File: src/rtl/alu8_pkg.sv
package alu8_pkg;
  typedef enum logic [3:0] {
    OP_ADD  = 4'd0,
    OP_ADC  = 4'd1,
    OP_SUB  = 4'd2,
    OP_SBC  = 4'd3,
    OP_AND  = 4'd4,
    OP_OR   = 4'd5,
    OP_XOR  = 4'd6,
    OP_COM  = 4'd7,
    OP_NEG  = 4'd8,
    OP_INC  = 4'd9,
    OP_DEC  = 4'd10,
    OP_SER  = 4'd11,
    OP_WADD = 4'd12,
    OP_WSUB = 4'd13,
    OP_RS14 = 4'd14,
    OP_RS15 = 4'd15
  } alu_op_e;

  localparam int FL_C = 0;
  localparam int FL_Z = 1;
  localparam int FL_N = 2;
  localparam int FL_V = 3;
  localparam int FL_S = 4;
  localparam int FL_H = 5;
  localparam int FL_T = 6;
  localparam int FL_I = 7;
  localparam int ST_W = 8;
endpackage

File: src/rtl/alu8_byte_core.sv
module alu8_byte_core
  import alu8_pkg::*;
#(
  parameter int DW = 8
) (
  input  alu_op_e          op,
  input  logic [DW-1:0]    a,
  input  logic [DW-1:0]    b,
  input  logic [ST_W-1:0]  st_in,
  output logic [DW-1:0]    res,
  output logic [ST_W-1:0]  st_out
);
  localparam int MSB = DW - 1;
  localparam int HB  = 3;
  localparam logic [DW-1:0] MINV = {1'b1, {(DW-1){1'b0}}};
  localparam logic [DW-1:0] MAXV = {1'b0, {(DW-1){1'b1}}};

  logic [DW:0] sum_w, dif_w;
  logic        cin, bin;
  logic        r_h, r_c, r_v, r_z, zero;
  logic        up_h, up_c, up_nzvs;

  always_comb begin
    cin   = (op == OP_ADC) & st_in[FL_C];
    bin   = (op == OP_SBC) & st_in[FL_C];
    sum_w = {1'b0, a} + {1'b0, b} + {{DW{1'b0}}, cin};
    dif_w = {1'b0, a} - {1'b0, b} - {{DW{1'b0}}, bin};
    res     = '0;
    r_h     = 1'b0;
    r_c     = 1'b0;
    r_v     = 1'b0;
    up_h    = 1'b0;
    up_c    = 1'b0;
    up_nzvs = 1'b0;
    unique case (op)
      OP_ADD, OP_ADC: begin
        res  = sum_w[MSB:0];
        r_c  = sum_w[DW];
        r_h  = (a[HB] & b[HB]) | (b[HB] & ~res[HB]) | (~res[HB] & a[HB]);
        r_v  = (a[MSB] & b[MSB] & ~res[MSB]) | (~a[MSB] & ~b[MSB] & res[MSB]);
        up_h = 1'b1; up_c = 1'b1; up_nzvs = 1'b1;
      end
      OP_SUB, OP_SBC: begin
        res  = dif_w[MSB:0];
        r_c  = dif_w[DW];
        r_h  = (~a[HB] & b[HB]) | (b[HB] & res[HB]) | (res[HB] & ~a[HB]);
        r_v  = (a[MSB] & ~b[MSB] & ~res[MSB]) | (~a[MSB] & b[MSB] & res[MSB]);
        up_h = 1'b1; up_c = 1'b1; up_nzvs = 1'b1;
      end
      OP_AND: begin res = a & b; up_nzvs = 1'b1; end
      OP_OR:  begin res = a | b; up_nzvs = 1'b1; end
      OP_XOR: begin res = a ^ b; up_nzvs = 1'b1; end
      OP_COM: begin
        res = ~a; r_c = 1'b1; up_c = 1'b1; up_nzvs = 1'b1;
      end
      OP_NEG: begin
        res  = '0 - a;
        r_c  = (res != '0);
        r_h  = res[HB] | a[HB];
        r_v  = (res == MINV);
        up_h = 1'b1; up_c = 1'b1; up_nzvs = 1'b1;
      end
      OP_INC: begin res = a + 1'b1; r_v = (res == MINV); up_nzvs = 1'b1; end
      OP_DEC: begin res = a - 1'b1; r_v = (res == MAXV); up_nzvs = 1'b1; end
      OP_SER: res = '1;
      default: res = '0;
    endcase
    zero = (res == '0);
    r_z  = (op == OP_SBC) ? (zero & st_in[FL_Z]) : zero;
    st_out = st_in;
    if (up_h) st_out[FL_H] = r_h;
    if (up_c) st_out[FL_C] = r_c;
    if (up_nzvs) begin
      st_out[FL_N] = res[MSB];
      st_out[FL_V] = r_v;
      st_out[FL_Z] = r_z;
      st_out[FL_S] = res[MSB] ^ r_v;
    end
  end
endmodule

File: src/rtl/alu8_word_unit.sv
module alu8_word_unit
  import alu8_pkg::*;
#(
  parameter int DW   = 8,
  parameter int IMMW = 6
) (
  input  logic              clk,
  input  logic              rst_n,
  input  logic              start,
  input  logic              is_sub,
  input  logic [2*DW-1:0]   pair,
  input  logic [IMMW-1:0]   imm,
  input  logic [ST_W-1:0]   st_in,
  output logic              busy,
  output logic [2*DW-1:0]   w_res,
  output logic [ST_W-1:0]   w_st
);
  localparam int WW  = 2 * DW;
  localparam int MSB = DW - 1;

  logic            ph_q, ph_d;
  logic            sub_q, cy_q;
  logic [DW-1:0]   lo_q, hi_q;
  logic [ST_W-1:0] st_q;
  logic [DW:0]     lo_step, imm_x;
  logic [DW-1:0]   hi_new;
  logic            p_top, r_top;

  // phase 1: low byte and the carry/borrow into the high byte
  always_comb begin
    imm_x   = {{(DW+1-IMMW){1'b0}}, imm};
    lo_step = is_sub ? ({1'b0, pair[MSB:0]} - imm_x)
                     : ({1'b0, pair[MSB:0]} + imm_x);
    ph_d    = start;
  end

  always_ff @(posedge clk or negedge rst_n) begin
    if (!rst_n) ph_q <= 1'b0;
    else        ph_q <= ph_d;
  end

  always_ff @(posedge clk) begin
    if (start) begin
      sub_q <= is_sub;
      lo_q  <= lo_step[MSB:0];
      cy_q  <= lo_step[DW];
      hi_q  <= pair[WW-1:DW];
      st_q  <= st_in;
    end
  end

  // phase 2: high byte and the word flags
  always_comb begin
    hi_new = sub_q ? (hi_q - {{(DW-1){1'b0}}, cy_q})
                   : (hi_q + {{(DW-1){1'b0}}, cy_q});
    w_res  = {hi_new, lo_q};
    p_top  = hi_q[MSB];
    r_top  = hi_new[MSB];
    w_st   = st_q;
    w_st[FL_N] = r_top;
    w_st[FL_Z] = (w_res == '0);
    w_st[FL_V] = sub_q ? (p_top & ~r_top) : (~p_top & r_top);
    w_st[FL_C] = sub_q ? (r_top & ~p_top) : (p_top & ~r_top);
    w_st[FL_S] = r_top ^ w_st[FL_V];
  end

  assign busy = ph_q;

  a_r2_start_busy: assert property (@(posedge clk) disable iff (!rst_n)
    start |=> busy);
  a_r2_busy_one_cycle: assert property (@(posedge clk) disable iff (!rst_n)
    busy |=> !busy);
endmodule

File: src/rtl/alu8_status_unit.sv
module alu8_status_unit
  import alu8_pkg::*;
#(
  parameter int DW   = 8,
  parameter int IMMW = 6
) (
  input  logic              clk,
  input  logic              rst_n,
  input  logic              in_valid,
  input  logic [3:0]        op_in,
  input  logic [DW-1:0]     a_in,
  input  logic [DW-1:0]     b_in,
  input  logic [2*DW-1:0]   pair_in,
  input  logic [7:0]        status_in,
  output logic              busy,
  output logic              out_valid,
  output logic [2*DW-1:0]   res_out,
  output logic [7:0]        status_out,
  output logic [1:0]        cyc_out
);
  localparam int WW = 2 * DW;

  alu_op_e         op;
  logic            is_word, acc, w_busy;
  logic [DW-1:0]   b_res;
  logic [ST_W-1:0] b_st, w_st;
  logic [WW-1:0]   w_res;

  logic            vld_q, vld_d;
  logic [WW-1:0]   res_q, res_d;
  logic [ST_W-1:0] st_q, st_d;
  logic [1:0]      cyc_q, cyc_d;

  assign op      = alu_op_e'(op_in);
  assign is_word = (op == OP_WADD) || (op == OP_WSUB);
  assign acc     = in_valid & ~w_busy;

  alu8_byte_core #(.DW(DW)) u_byte (
    .op(op), .a(a_in), .b(b_in), .st_in(status_in),
    .res(b_res), .st_out(b_st)
  );

  alu8_word_unit #(.DW(DW), .IMMW(IMMW)) u_word (
    .clk(clk), .rst_n(rst_n), .start(acc & is_word),
    .is_sub(op == OP_WSUB), .pair(pair_in), .imm(b_in[IMMW-1:0]),
    .st_in(status_in), .busy(w_busy), .w_res(w_res), .w_st(w_st)
  );

  always_comb begin
    vld_d = 1'b0;
    res_d = res_q;
    st_d  = st_q;
    cyc_d = cyc_q;
    if (w_busy) begin
      vld_d = 1'b1;
      res_d = w_res;
      st_d  = w_st;
      cyc_d = 2'd2;
    end else if (acc && !is_word) begin
      vld_d = 1'b1;
      res_d = {{DW{1'b0}}, b_res};
      st_d  = b_st;
      cyc_d = 2'd1;
    end
  end

  always_ff @(posedge clk or negedge rst_n) begin
    if (!rst_n) begin
      vld_q <= 1'b0;
      res_q <= '0;
      st_q  <= '0;
      cyc_q <= '0;
    end else begin
      vld_q <= vld_d;
      res_q <= res_d;
      st_q  <= st_d;
      cyc_q <= cyc_d;
    end
  end

  assign busy       = w_busy;
  assign out_valid  = vld_q;
  assign res_out    = res_q;
  assign status_out = st_q;
  assign cyc_out    = cyc_q;

  a_r1_byte_one_cycle: assert property (@(posedge clk) disable iff (!rst_n)
    (acc && !is_word) |=> (out_valid && cyc_out == 2'd1));
  a_r2_word_two_cycles: assert property (@(posedge clk) disable iff (!rst_n)
    (acc && is_word) |=> (!out_valid ##1 (out_valid && cyc_out == 2'd2)));
  a_r5_logic_keeps_ch: assert property (@(posedge clk) disable iff (!rst_n)
    (acc && (op == OP_AND || op == OP_OR || op == OP_XOR)) |=>
      (status_out[FL_C] == $past(status_in[FL_C]) &&
       status_out[FL_H] == $past(status_in[FL_H]) && !status_out[FL_V]));
  a_r9_ser_no_flags: assert property (@(posedge clk) disable iff (!rst_n)
    (acc && op == OP_SER) |=>
      (res_out == {{DW{1'b0}}, {DW{1'b1}}} && status_out == $past(status_in)));
  a_r11_it_pass: assert property (@(posedge clk) disable iff (!rst_n)
    (acc && !is_word) |=> (status_out[FL_I] == $past(status_in[FL_I]) &&
                           status_out[FL_T] == $past(status_in[FL_T])));
endmodule

File: config.mk
export PLATFORM = sky130hd
export DESIGN_NAME = alu8_status_unit
export DESIGN_NICKNAME = d
export VERILOG_FILES = /design/src/rtl/alu8_pkg.sv /design/src/rtl/alu8_byte_core.sv /design/src/rtl/alu8_word_unit.sv /design/src/rtl/alu8_status_unit.sv
export SDC_FILE = /design/constraint.sdc
export NUM_CORES = 1
export LEC_CHECK = 0
export ABC_AREA = 1
export BUFFER_PORTS_ARGS = -buffer_cell sky130_fd_sc_hd__buf_2
export CAP_MARGIN = 10
export CORE_ASPECT_RATIO = 1.2
export CORE_MARGIN = 2
export CORE_UTILIZATION = 59
export CTS_CLUSTER_SIZE = 25
export DETAILED_ROUTE_END_ITERATION = 7
export HOLD_SLACK_MARGIN = 0.03
export PLACE_DENSITY = 0.87
export SYNTH_ARGS = -nofsm -noshare
export SYNTH_HDL_FRONTEND = slang
export SYNTH_HIERARCHICAL = 1
export SYNTH_SLANG_ARGS = --single-unit
File: constraint.sdc
create_clock -name clk -period 3 [get_ports clk]
set_clock_uncertainty 0.05 [all_clocks]
set_input_delay 0.15 -clock clk [delete_from_list [all_inputs] [get_ports clk]]
set_output_delay 0.15 -clock clk [all_outputs]
set_load 0.005 [all_outputs]
* Word level (Yosys, flattened, before mapping) *
Index checks and enable logic that the tools add are counted.

operators by class
  $add $sub $neg = 11
  equal/unequal tests = 16
  mux-type cells = 23
  bitwise gates (word level) = 43
  reductions and logical operators = 13

operators by type and width
  cell                                                  number
  one-hot mux 8 bit (10 select lines)                   1
  2-to-1 mux 16 bit                                     2
  equality test 4 bit (second input constant)           6
  2-to-1 mux 8 bit                                      3
  bitwise AND 1 bit                                     21
  equality test 4 x 3 -> 1 bit (second input constant)  4
  equality test 8 bit (second input constant)           2
  zero test 16 bit                                      1
  OR reduction 11 bit                                   1
  2-to-1 mux 1 bit                                      10
  adder 8 x 6 -> 9 bit                                  1
  adder 8 x 8 -> 9 bit                                  1
  adder 9 x 1 -> 9 bit                                  1
  2-to-1 mux 9 bit                                      1
  NOT 1 bit                                             9
  subtractor 8 x 6 -> 9 bit                             1
  subtractor 8 x 8 -> 9 bit                             1
  subtractor 9 x 1 -> 9 bit                             1
  adder 8 x 1 -> 8 bit                                  1
  adder 8 x 1 -> 8 bit (second input constant)          1
  bitwise AND 8 bit                                     1
  equality test 4 x 2 -> 1 bit (second input constant)  2
  equality test 8 x 7 -> 1 bit (second input constant)  1
  zero test 8 bit                                       1
  23 further kinds                                      32

word-level totals
  bits in registers = 54
  input bits = 47
  output and inout port bits = 28
  logic and storage cells = 116

* Logic depth before layout (Yosys ltp) *
Gate-level depths: netlist (run 1).

  depth after elaboration = 11
  gate-level depth with buffers = 24
  mapped depth without buffers = 24

* Cells and area by module *
The synthesis (run 1) kept the hierarchy.

by module, submodules not included
  module            instances  cells an instance  area each (um2)  sequential area each (um2)
  alu8_byte_core    1          471                2382.3           0.0
  alu8_word_unit    1          206                1666.6           655.6
  alu8_status_unit  1          170                1295.0           675.6

* Worst setup path before layout (run 1) *
Ideal clock, no wire load.

  path type = register to register
  start = reg u_word.ph_q, in the netlist u_word/busy
  end = reg u_word.cy_q, enable pin
  setup time = 0.427 ns
  arrival time = 2.291 ns
  data required time = 2.523 ns
  path slack = 0.232 ns
  cell stages (with the launch flop) = 4
  path buffers = 2
  period minus slack after synthesis = 2.768 ns
  cell sequence = dfrtp_1 > buf_6 > clkbuf_1 > nor3_1

between the ends
  cells in the longest elaborated chain, start to end = 3

ends and longest elaborated chain
  item                    RTL line                source
  start, declared         alu8_word_unit.sv:21    logic ph_q, ph_d;
  start signal, assigned  alu8_word_unit.sv:39    else ph_q <= ph_d;
  NOT 1 bit               alu8_status_unit.sv:36  assign acc = in_valid & ~w_busy;
  bitwise AND 1 bit       alu8_status_unit.sv:36
  bitwise AND 1 bit       alu8_status_unit.sv:44  .clk(clk), .rst_n(rst_n), .start(acc & is_word),
  end signal, assigned    alu8_word_unit.sv:46    cy_q <= lo_step[DW];
  end, declared           alu8_word_unit.sv:22    logic sub_q, cy_q;

Every way passes these cells.
A chain may end at the register's enable or synchronous reset.

* Final worst setup path (run 1) *
  start = in op_in[3]
  end = reg st_q[4], in the netlist status_out[4]

between the ends
  cells in the longest elaborated chain, start to end = 11
  elaborated cells on any way between the ends = 40
  those cells by class = add/sub (2); eq/ne (13); mux (6); bitwise (11); reduce/logical (8)

ends and longest elaborated chain
  item                                                                                 RTL line                                                          source
  start, declared                                                                      alu8_status_unit.sv:10                                            input logic [3:0] op_in,
  equality test 4 x 2 -> 1 bit / equality test 4 x 1 -> 1 bit (equally long branches)  alu8_byte_core.sv:25, alu8_byte_core.sv:35, alu8_byte_core.sv:24
  bitwise AND 1 bit, on equally long branches                                          alu8_byte_core.sv:25, alu8_byte_core.sv:24
  subtractor 9 x 1 -> 9 bit / adder 9 x 1 -> 9 bit (equally long branches)             alu8_byte_core.sv:27, alu8_byte_core.sv:26
  NOT 1 bit, on equally long branches                                                  alu8_byte_core.sv:47, alu8_byte_core.sv:40
  bitwise AND 1 bit, on equally long branches                                          alu8_byte_core.sv:47, alu8_byte_core.sv:40
  OR 1 bit, on equally long branches                                                   alu8_byte_core.sv:47, alu8_byte_core.sv:40
  one-hot mux 1 bit (5 select lines)                                                   alu8_byte_core.sv:35                                              unique case (op)
  XOR 1 bit                                                                            alu8_byte_core.sv:77                                              st_out[FL_S] = res[MSB] ^ r_v;
  2-to-1 mux 4 bit *                                                                   alu8_byte_core.sv:73                                              if (up_nzvs) begin
  net b_st[4]                                                                          alu8_status_unit.sv:26                                            logic [ST_W-1:0] b_st, w_st;
  2-to-1 mux 8 bit *                                                                   alu8_status_unit.sv:59                                            end else if (acc && !is_word) begin
  2-to-1 mux 8 bit *                                                                   alu8_status_unit.sv:54                                            if (w_busy) begin
  end signal, assigned                                                                 alu8_status_unit.sv:76                                            st_q <= st_d;
  end, declared                                                                        alu8_status_unit.sv:31                                            logic [ST_W-1:0] st_q, st_d;

Mark *: on every way through the listed nets, which the timed path passes. The rest lies on a longest branch. The select of a mux whose other input is x is not followed.

==> metrics.md, run 1 <==
| Metric | Value |
|---|---|
| Max Slew Vio Count | `0` |
| Critical path required time | `around 3.2 ns` |
| Post-detailed-route count of antenna-violating nets | `0` |
| Storage cell area | `1330 um^2` |
| Worst hold path startpoint | `status_in[3]` |
| Final period utilization | `approximately nine tenths` |
| Die ar. | `9840 um^2` |
| Multi-input combinational cell area | `3430 um^2` |
| Max IR drop VDD | `between 150 and 200 uV` |
| # DRC | `0` |
| CTS Buf Count | `5` |
| Fin cells | `1,056` |
| Setup crit start kind | `primary input` |
| First-pass GRT wire length | `23,700 um` |
| # rows | `38` |
| Avg Inst Size Synth | `6.31 um^2` |
| Slew @ Worst Pin | `0.692 ns` |
| Diodes inserted | `0` |
| # nets final | `around 1.0k` |
| Global placement routability congestion | `1.00` |
| Seq cells post-synth | `49` |
| Vias | `~5.7k` |
| Post-Route Setup TNS | `0 ns` |
| Netlist cell types | `36` |
| Area delta synth->final | `14.0%` |
| Reg2reg setup slack | `0.62 ns` |
| Wirelength, routed | `between 10,000 and 15,000 um` |
| Width of the die | `90.9 um` |
| GRT overflow | `0` |
| WL/cell | `13.8 um` |
| IO Pins | `75` |
| Leak | `3.52 nW` |
| Dpl cell area | `5860 um^2` |
| Number of global-route vias before repair | `5,208` |
| # setup viols final | `0` |
| Sequential area share after synthesis | `about a quarter` |
| Initial detailed-routing violation count | `361` |
| Syn nets | `953` |
| H-tree depth | `2` |
| CTS tree | `done` |
| Final WS setup | `0.319 ns` |
| Synth warn | `6` |
| Sink Count | `49` |
| Maximum clock rate | `0.373 GHz` |
| Crit Path Class | `primary input to register` |
| GRT Total Usage | `29.9%` |
| Fin. Hold Viols | `0` |
| Max transition margin | `between 50 and 60%` |
| RSZ-0062 raised after global routing | `false` |
| Area of the mapped netlist | `5340 um^2` |
| Drt first pass iters | `5` |
| Vias/cell | `around 5.4` |
| Core area | `between 8000 and 9000 um^2` |
| Filler cells | `865` |
| Dpl ws | `0.0713 ns` |
| Setup bufs post-CTS | `0` |
| Root Driver | `clkbuf_8` |
| Port bufs | `74` |
| Tmin final | `2.68 ns` |
| Inst Count DP | `1,036` |
| Crit-path max FO | `5` |
| Final instance area | `6090 um^2` |
| Worst-path clk slew | `0.08 ns` |
| Layout cells sized above 1 | `12.6%` |
| Starting Density | `between 50 and 60%` |
| Post-detail-place hpwl | `between 10,000 and 15,000 um` |
| Hold Path Class | `primary input to register` |
| Die Y | `108 um` |
| Crit. End Element | `register` |
| Largest net degree at the start of global routing | `43` |
| Reg2Reg Launch Point | `u_word/sub_q$_DFFE_PP_` |
| Cells after synthesis | `847` |
| Crit path from | `op_in[3]` |
| Outcome | `finished clean` |
| Worst EP arrival | `roughly 2.9 ns` |
| Longest Clk Path Bufs | `2` |
| Power Dens Cells | `roughly 330 nW/um^2` |
| Max-cap violation count | `0` |
| Clock Latency Late Sink | `about 0.31 ns` |
| Initial antenna violation count | `0` |
==> layout by cell type (no fill, tap or decap), types with 4 or more instances in the layout <==
| cell | instances |
|---|---|
| clkbuf_8 | 5 |
| nor2_1 | 84 |
| a21oi_1 | 16 |
| ha_1 | 52 |
| nand4_1 | 12 |
| dfrtp_1 | 28 |
| fa_1 | 7 |
| nand3_1 | 104 |
| nand3b_1 | 8 |
| o21ai_0 | 16 |
| inv_1 | 116 |
| buf_4 | 14 |
| edfxtp_1 | 21 |
| nand2_1 | 304 |
| nor3_1 | 5 |
| inv_2 | 9 |
| buf_2 | 74 |
| o22ai_1 | 4 |
| xor2_1 | 11 |
| o21ai_1 | 6 |
| dlygate4sd3_1 | 12 |
==> routing by layer <==
metal | GRT usage [%] | vias up | wire [um]
li1 | - | 2851 | -
met1 | 35.3 | 2544 | 6030
met2 | 53.8 | 223 | 7070
met3 | 3.76 | 39 | 921
met4 | 14.8 | 0 | 560
met5 | 0 | - | 0
==> flip-flops by register name (all words and copies together), names as in the netlist <==
signal / count
cyc_out: 2
out_valid: 1
res_out: 16
status_out: 8
u_word/busy: 1
u_word/cy_q: 1
u_word/hi_q: 8
u_word/lo_q: 8
u_word/st_q: 3
u_word/sub_q: 1
==> final cells by class <==
class / count / area share, %
multi-input combinational: 653 / 56.3
clock inverter: 3 / 0.678
inverter: 126 / 7.77
tap: 120 / 2.47
sequential: 49 / 21.9
timing repair buffer: 100 / 9.78
clock buffer: 5 / 1.13
==> worst paths after layout <==
check / cells past startpoint / endpoint
min: 7 / status_out[3]$_DFFE_PN0P_
max: 23 / status_out[4]$_DFFE_PN0P_
min in group asynchronous: 2 / status_out[7]$_DFFE_PN0P_
max reg2reg: 15 / status_out[4]$_DFFE_PN0P_
min reg2reg: 2 / cyc_out[0]$_DFFE_PN0P_
max in group asynchronous: 2 / res_out[5]$_DFFE_PN0P_
==> cell families after synthesis <==
group | after synthesis | share of synthesized area [%]
AND/OR/NAND/NOR | 531 | 42.1
AO/OA/AOI/OAI | 49 | 4.96
flip-flops | 49 | 24.9
buffers and inverters | 145 | 11.0
XOR/XNOR | 14 | 2.29
adder cells (fa/ha/maj) | 59 | 14.8
==> critical path, cell delays in order <==
cell and delay [ns]:
buf_2 0.13, nor2_1 0.29, nand3_1 0.17, fa_1 0.55, inv_1 0.05, ha_1 0.17, inv_1 0.05, nand2_1 0.06
nand2_1 0.07, nand2_1 0.09, nand2_1 0.14, nand3_1 0.13, nand2_1 0.10, nand2_1 0.05, nand3_1 0.08, inv_1 0.05
nor2_1 0.14, nand2_1 0.07, nand3_1 0.07, nand2_1 0.05, nand2_1 0.08, nand2_1 0.06, nand2_1 0.07
==> synth_stat cells, drive strengths merged <==
| cell type | instances | share of area, % |
|---|---|---|
| ha | 52 | 12 |
| edfxtp | 21 | 12 |
| o21ai | 22 | 2.1 |
| nand4 | 12 | 1.4 |
| xor2 | 11 | 1.8 |
| buf | 16 | 1.9 |
| o211ai | 1 | 0.14 |
| o21a | 1 | 0.14 |
| nand3b | 8 | 1.1 |
| a22oi | 1 | 0.14 |
| fa | 7 | 2.6 |
| nor3 | 6 | 0.56 |
| nand3 | 105 | 9.9 |
| nor2 | 88 | 6.5 |
| clkinv | 1 | 0.070 |
| o21bai | 1 | 0.14 |
| nand2 | 310 | 22 |
| or2 | 2 | 0.23 |
| a21oi | 16 | 1.5 |
| o22ai | 4 | 0.47 |
| dfrtp | 28 | 13 |
| xnor2 | 3 | 0.49 |
| a21o | 1 | 0.14 |
| clkbuf | 3 | 0.26 |
| inv | 125 | 8.8 |
| a31oi | 2 | 0.23 |
==> metrics by stage <==
step	power, mW	utilization [%]	hold WS (ns)
final	2.01	68.1	0.201
after global placement	1.52	65.6	0.128
after CTS	2.01	68.1	0.205
after global routing	2.15	68.1	0.246
after detailed placement	1.53	65.6	0.130
after floorplan	1.30	-	-0.196
==> where the power goes <==
part           total [mW]  internal [mW]  switching, mW
Sequential          0.790          0.762         0.0287
Combinational       0.757          0.289          0.469
Clock               0.462          0.245          0.216
==> timing repair <==
item                                   in CTS  in global routing
endpoints found under the hold margin      39                  0
hold buffers                               12                  0
setup endpoints to repair                   0                  0
resized for setup                           0                  0
No activity file was read; power rests on OpenSTA's default activity.
==> run 2, diff against run 1 <==
--- a/config.mk
+++ b/config.mk
@@ -8,9 +8,11 @@
 export ABC_AREA = 1
 export BUFFER_PORTS_ARGS = -buffer_cell sky130_fd_sc_hd__buf_2
 export CAP_MARGIN = 10
+export CELL_PAD_IN_SITES_DETAIL_PLACEMENT = 1
+export CELL_PAD_IN_SITES_GLOBAL_PLACEMENT = 2
 export CORE_ASPECT_RATIO = 1.2
 export CORE_MARGIN = 2
-export CORE_UTILIZATION = 59
+export CORE_UTILIZATION = 32
 export CTS_CLUSTER_SIZE = 25
 export DETAILED_ROUTE_END_ITERATION = 7
 export HOLD_SLACK_MARGIN = 0.03
==> metrics.md, run 2 (synthesis gave the netlist of run 1 again) <==
| Metric | Value |
|---|---|
| Initial detailed-routing violation count | `319` |
| Root Driver | `clkbuf_16` |
| Final instance area | `6340 um^2` |
| Final WS setup | `0.343 ns` |
| CP max-delay cell | `fa_1` |
| Vias | `5,677` |
| Commonest non-fill, non-tap cell in the layout | `nand2_1` |
| Reg2reg setup slack | `0.54 ns` |
| Crit-path max FO | `5` |
| Most used cell, CP | `nand2_1` |
| Max Slew Vio Count | `0` |
| Crit path from | `op_in[2]` |
| Worst hold path startpoint | `status_in[5]` |
| Post-Route Setup TNS | `0 ns` |
| Post-detailed-route count of antenna-violating nets | `0` |
| Dpl cell area | `a little over 6000 um^2` |
| Number of global-route vias before repair | `5,806` |
| Dpl ws | `0.0809 ns` |
| Wirelength, routed | `19,100 um` |
| # rows | `51` |
| Hold Path Class | `primary input to register` |
| Most frequent cells in the layout | `nand2_1, inv_1, nand3_1` |
| Worst path cell trace | `buf_2 > nor2_1 > buf_4 > nand3_1 > fa_1 > inv_1 > nand3_1 > nand2_1 > inv_1 > fa_1 > o22ai_1 > nor2_1 > nand4_1 > nor2_1 > nand3_1 > a21oi_1 > nand2_1 > nand2_1 > nand2_1 > nand2_1` |
| CTS tree | `done` |
| Critical path required time | `3.17 ns` |
| RSZ-0062 raised after global routing | `false` |
| Setup bufs post-CTS | `0` |
| Width of the die | `122 um` |
| Hold WS | `0.0447 ns` |
| Largest net degree at the start of global routing | `29` |
| # nets final | `1,052` |
| Maximum clock rate | `approximately 0.38 GHz` |
| Post-layout util | `39.0%` |
| Reg2Reg Depth | `14` |
| Sink Count | `49` |
| CTS Buf Count | `5` |
| Worst-path clk slew | `around 0.06 ns` |
| Crit. End Element | `register` |
| Outcome | `finished clean` |
| Reg2Reg Launch Point | `u_word/sub_q$_DFFE_PP_` |
| Max IR drop VDD | `251 uV` |
| Longest Clk Path Bufs | `2` |
| Filler cells | `2,182` |
| Core area | `16,300 um^2` |
| Fin. Hold Viols | `0` |
| Number of flip-flops in the largest register | `16` |
| Hold Crit Depth | `1` |
| # DRC | `0` |
| Port bufs | `74` |
| Tmin final | `2.66 ns` |
| GRT Total Usage | `21.6%` |
| H-tree depth | `2` |
| Setup crit start kind | `primary input` |
| Layout cells sized above 1 | `13.7%` |
| Final period utilization | `between 80% and 90%` |
| Starting Density | `32.8%` |
| Max transition margin | `a little under three fifths` |
| GRT overflow | `0` |
| Power Dens Cells | `about 350 nW/um^2` |
| Leak | `3.61 nW` |
| Area delta synth->final | `18.6%` |
| Drt first pass iters | `5` |
| Slew @ Worst Pin | `between 0.6 and 0.7 ns` |
| Worst EP arrival | `approximately 2.8 ns` |
| First-pass GRT wire length | `between 30,000 and 40,000 um` |
| Crit-path max cell delay | `roughly 0.47 ns` |
| Die ar. | `17,800 um^2` |
| Clock Latency Late Sink | `0.29 ns` |
| Hold Path Sink | `u_word/st_q[5]$_DFFE_PP_` |
| Vias/cell | `4.90` |
| Reg2reg end | `status_out[1]$_DFFE_PN0P_` |
| Crit Path Class | `primary input to register` |
| Max-cap violation count | `0` |
| Post-detail-place hpwl | `roughly 16,000 um` |
| # setup viols final | `0` |
| Global placement routability congestion | `0.872` |
| IO Pins | `75` |
| WL/cell | `16.5 um` |
| Diodes inserted | `0` |
| Initial antenna violation count | `0` |
| Die Y | `approximately 150 um` |
==> run 2: changes by cell type in the layout (fill, tap and decap cells not counted), sizes merged <==
cell,delta
clkbuf,+1
buf,+12
dlygate4sd3,-1
clkinvlp,-1
==> run 2: power by group <==
| part | total (mW) | switching, mW | internal (mW) |
|---|---|---|---|
| sequential | 0.798 | 0.0349 | 0.763 |
| combinational | 0.798 | 0.499 | 0.300 |
| clock | 0.629 | 0.237 | 0.392 |
| total | 2.23 | 0.771 | 1.45 |
==> run 2: final cells by class <==
type / instances / area (um^2) / area share [%]
inverter: 126 / 473 / 7.46
timing repair buffer: 111 / 676 / 10.7
clock buffer: 6 / 129 / 2.03
sequential: 49 / 1330 / 21.0
clock inverter: 2 / 35.0 / 0.553
multi-input combinational: 653 / 3430 / 54.1
tap: 212 / 265 / 4.18
==> run 2: timing repair <==
| item | 4_1_cts | 5_1_grt |
|---|---|---|
| hold endpoints to repair | 38 | 0 |
| resized for setup | 0 | 0 |
| hold buffers | 11 | 0 |
==> run 2: metrics by stage <==
| stage | power, mW | std cells |
|---|---|---|
| finish | 2.23 | 1159 |
| global placement | 1.58 | 1140 |
| detailed placement | 1.60 | 1140 |
| floorplan | 1.30 | 847 |
| global route | 2.38 | 1159 |
| CTS | 2.25 | 1159 |
==> run 2: worst max-delay path: cells and delay by family <==
| kind | cells | cell delay [ns] |
|---|---|---|
| and+or+nand+nor | 12 | 1.13 |
| AOI/OAI and AO/OA | 2 | 0.23 |
| buffers and inverters | 4 | 0.44 |
| adders and majority gates | 2 | 0.89 |
==> run 2: worst max path at each step <==
stage                     cells after the start  slack, ns                   endpoint
after floorplan                               3       0.23      u_word/cy_q$_DFFE_PP_
final                                        20       0.34  status_out[1]$_DFFE_PN0P_
after detailed placement                     20       0.08  status_out[1]$_DFFE_PN0P_
after global routing                         22       0.06  status_out[1]$_DFFE_PN0P_
after global placement                       22       0.19  status_out[1]$_DFFE_PN0P_
after CTS                                    20       0.37  status_out[1]$_DFFE_PN0P_
==> run 2: metal layers <==
layer / up-vias / track usage (%) / routed length [um]
met5: - / 0 / 0
li1: 2861 / - / -
met4: 0 / 6.15 / 462
met1: 2658 / 27.3 / 8340
met3: 27 / 1.65 / 671
met2: 131 / 39.0 / 9620
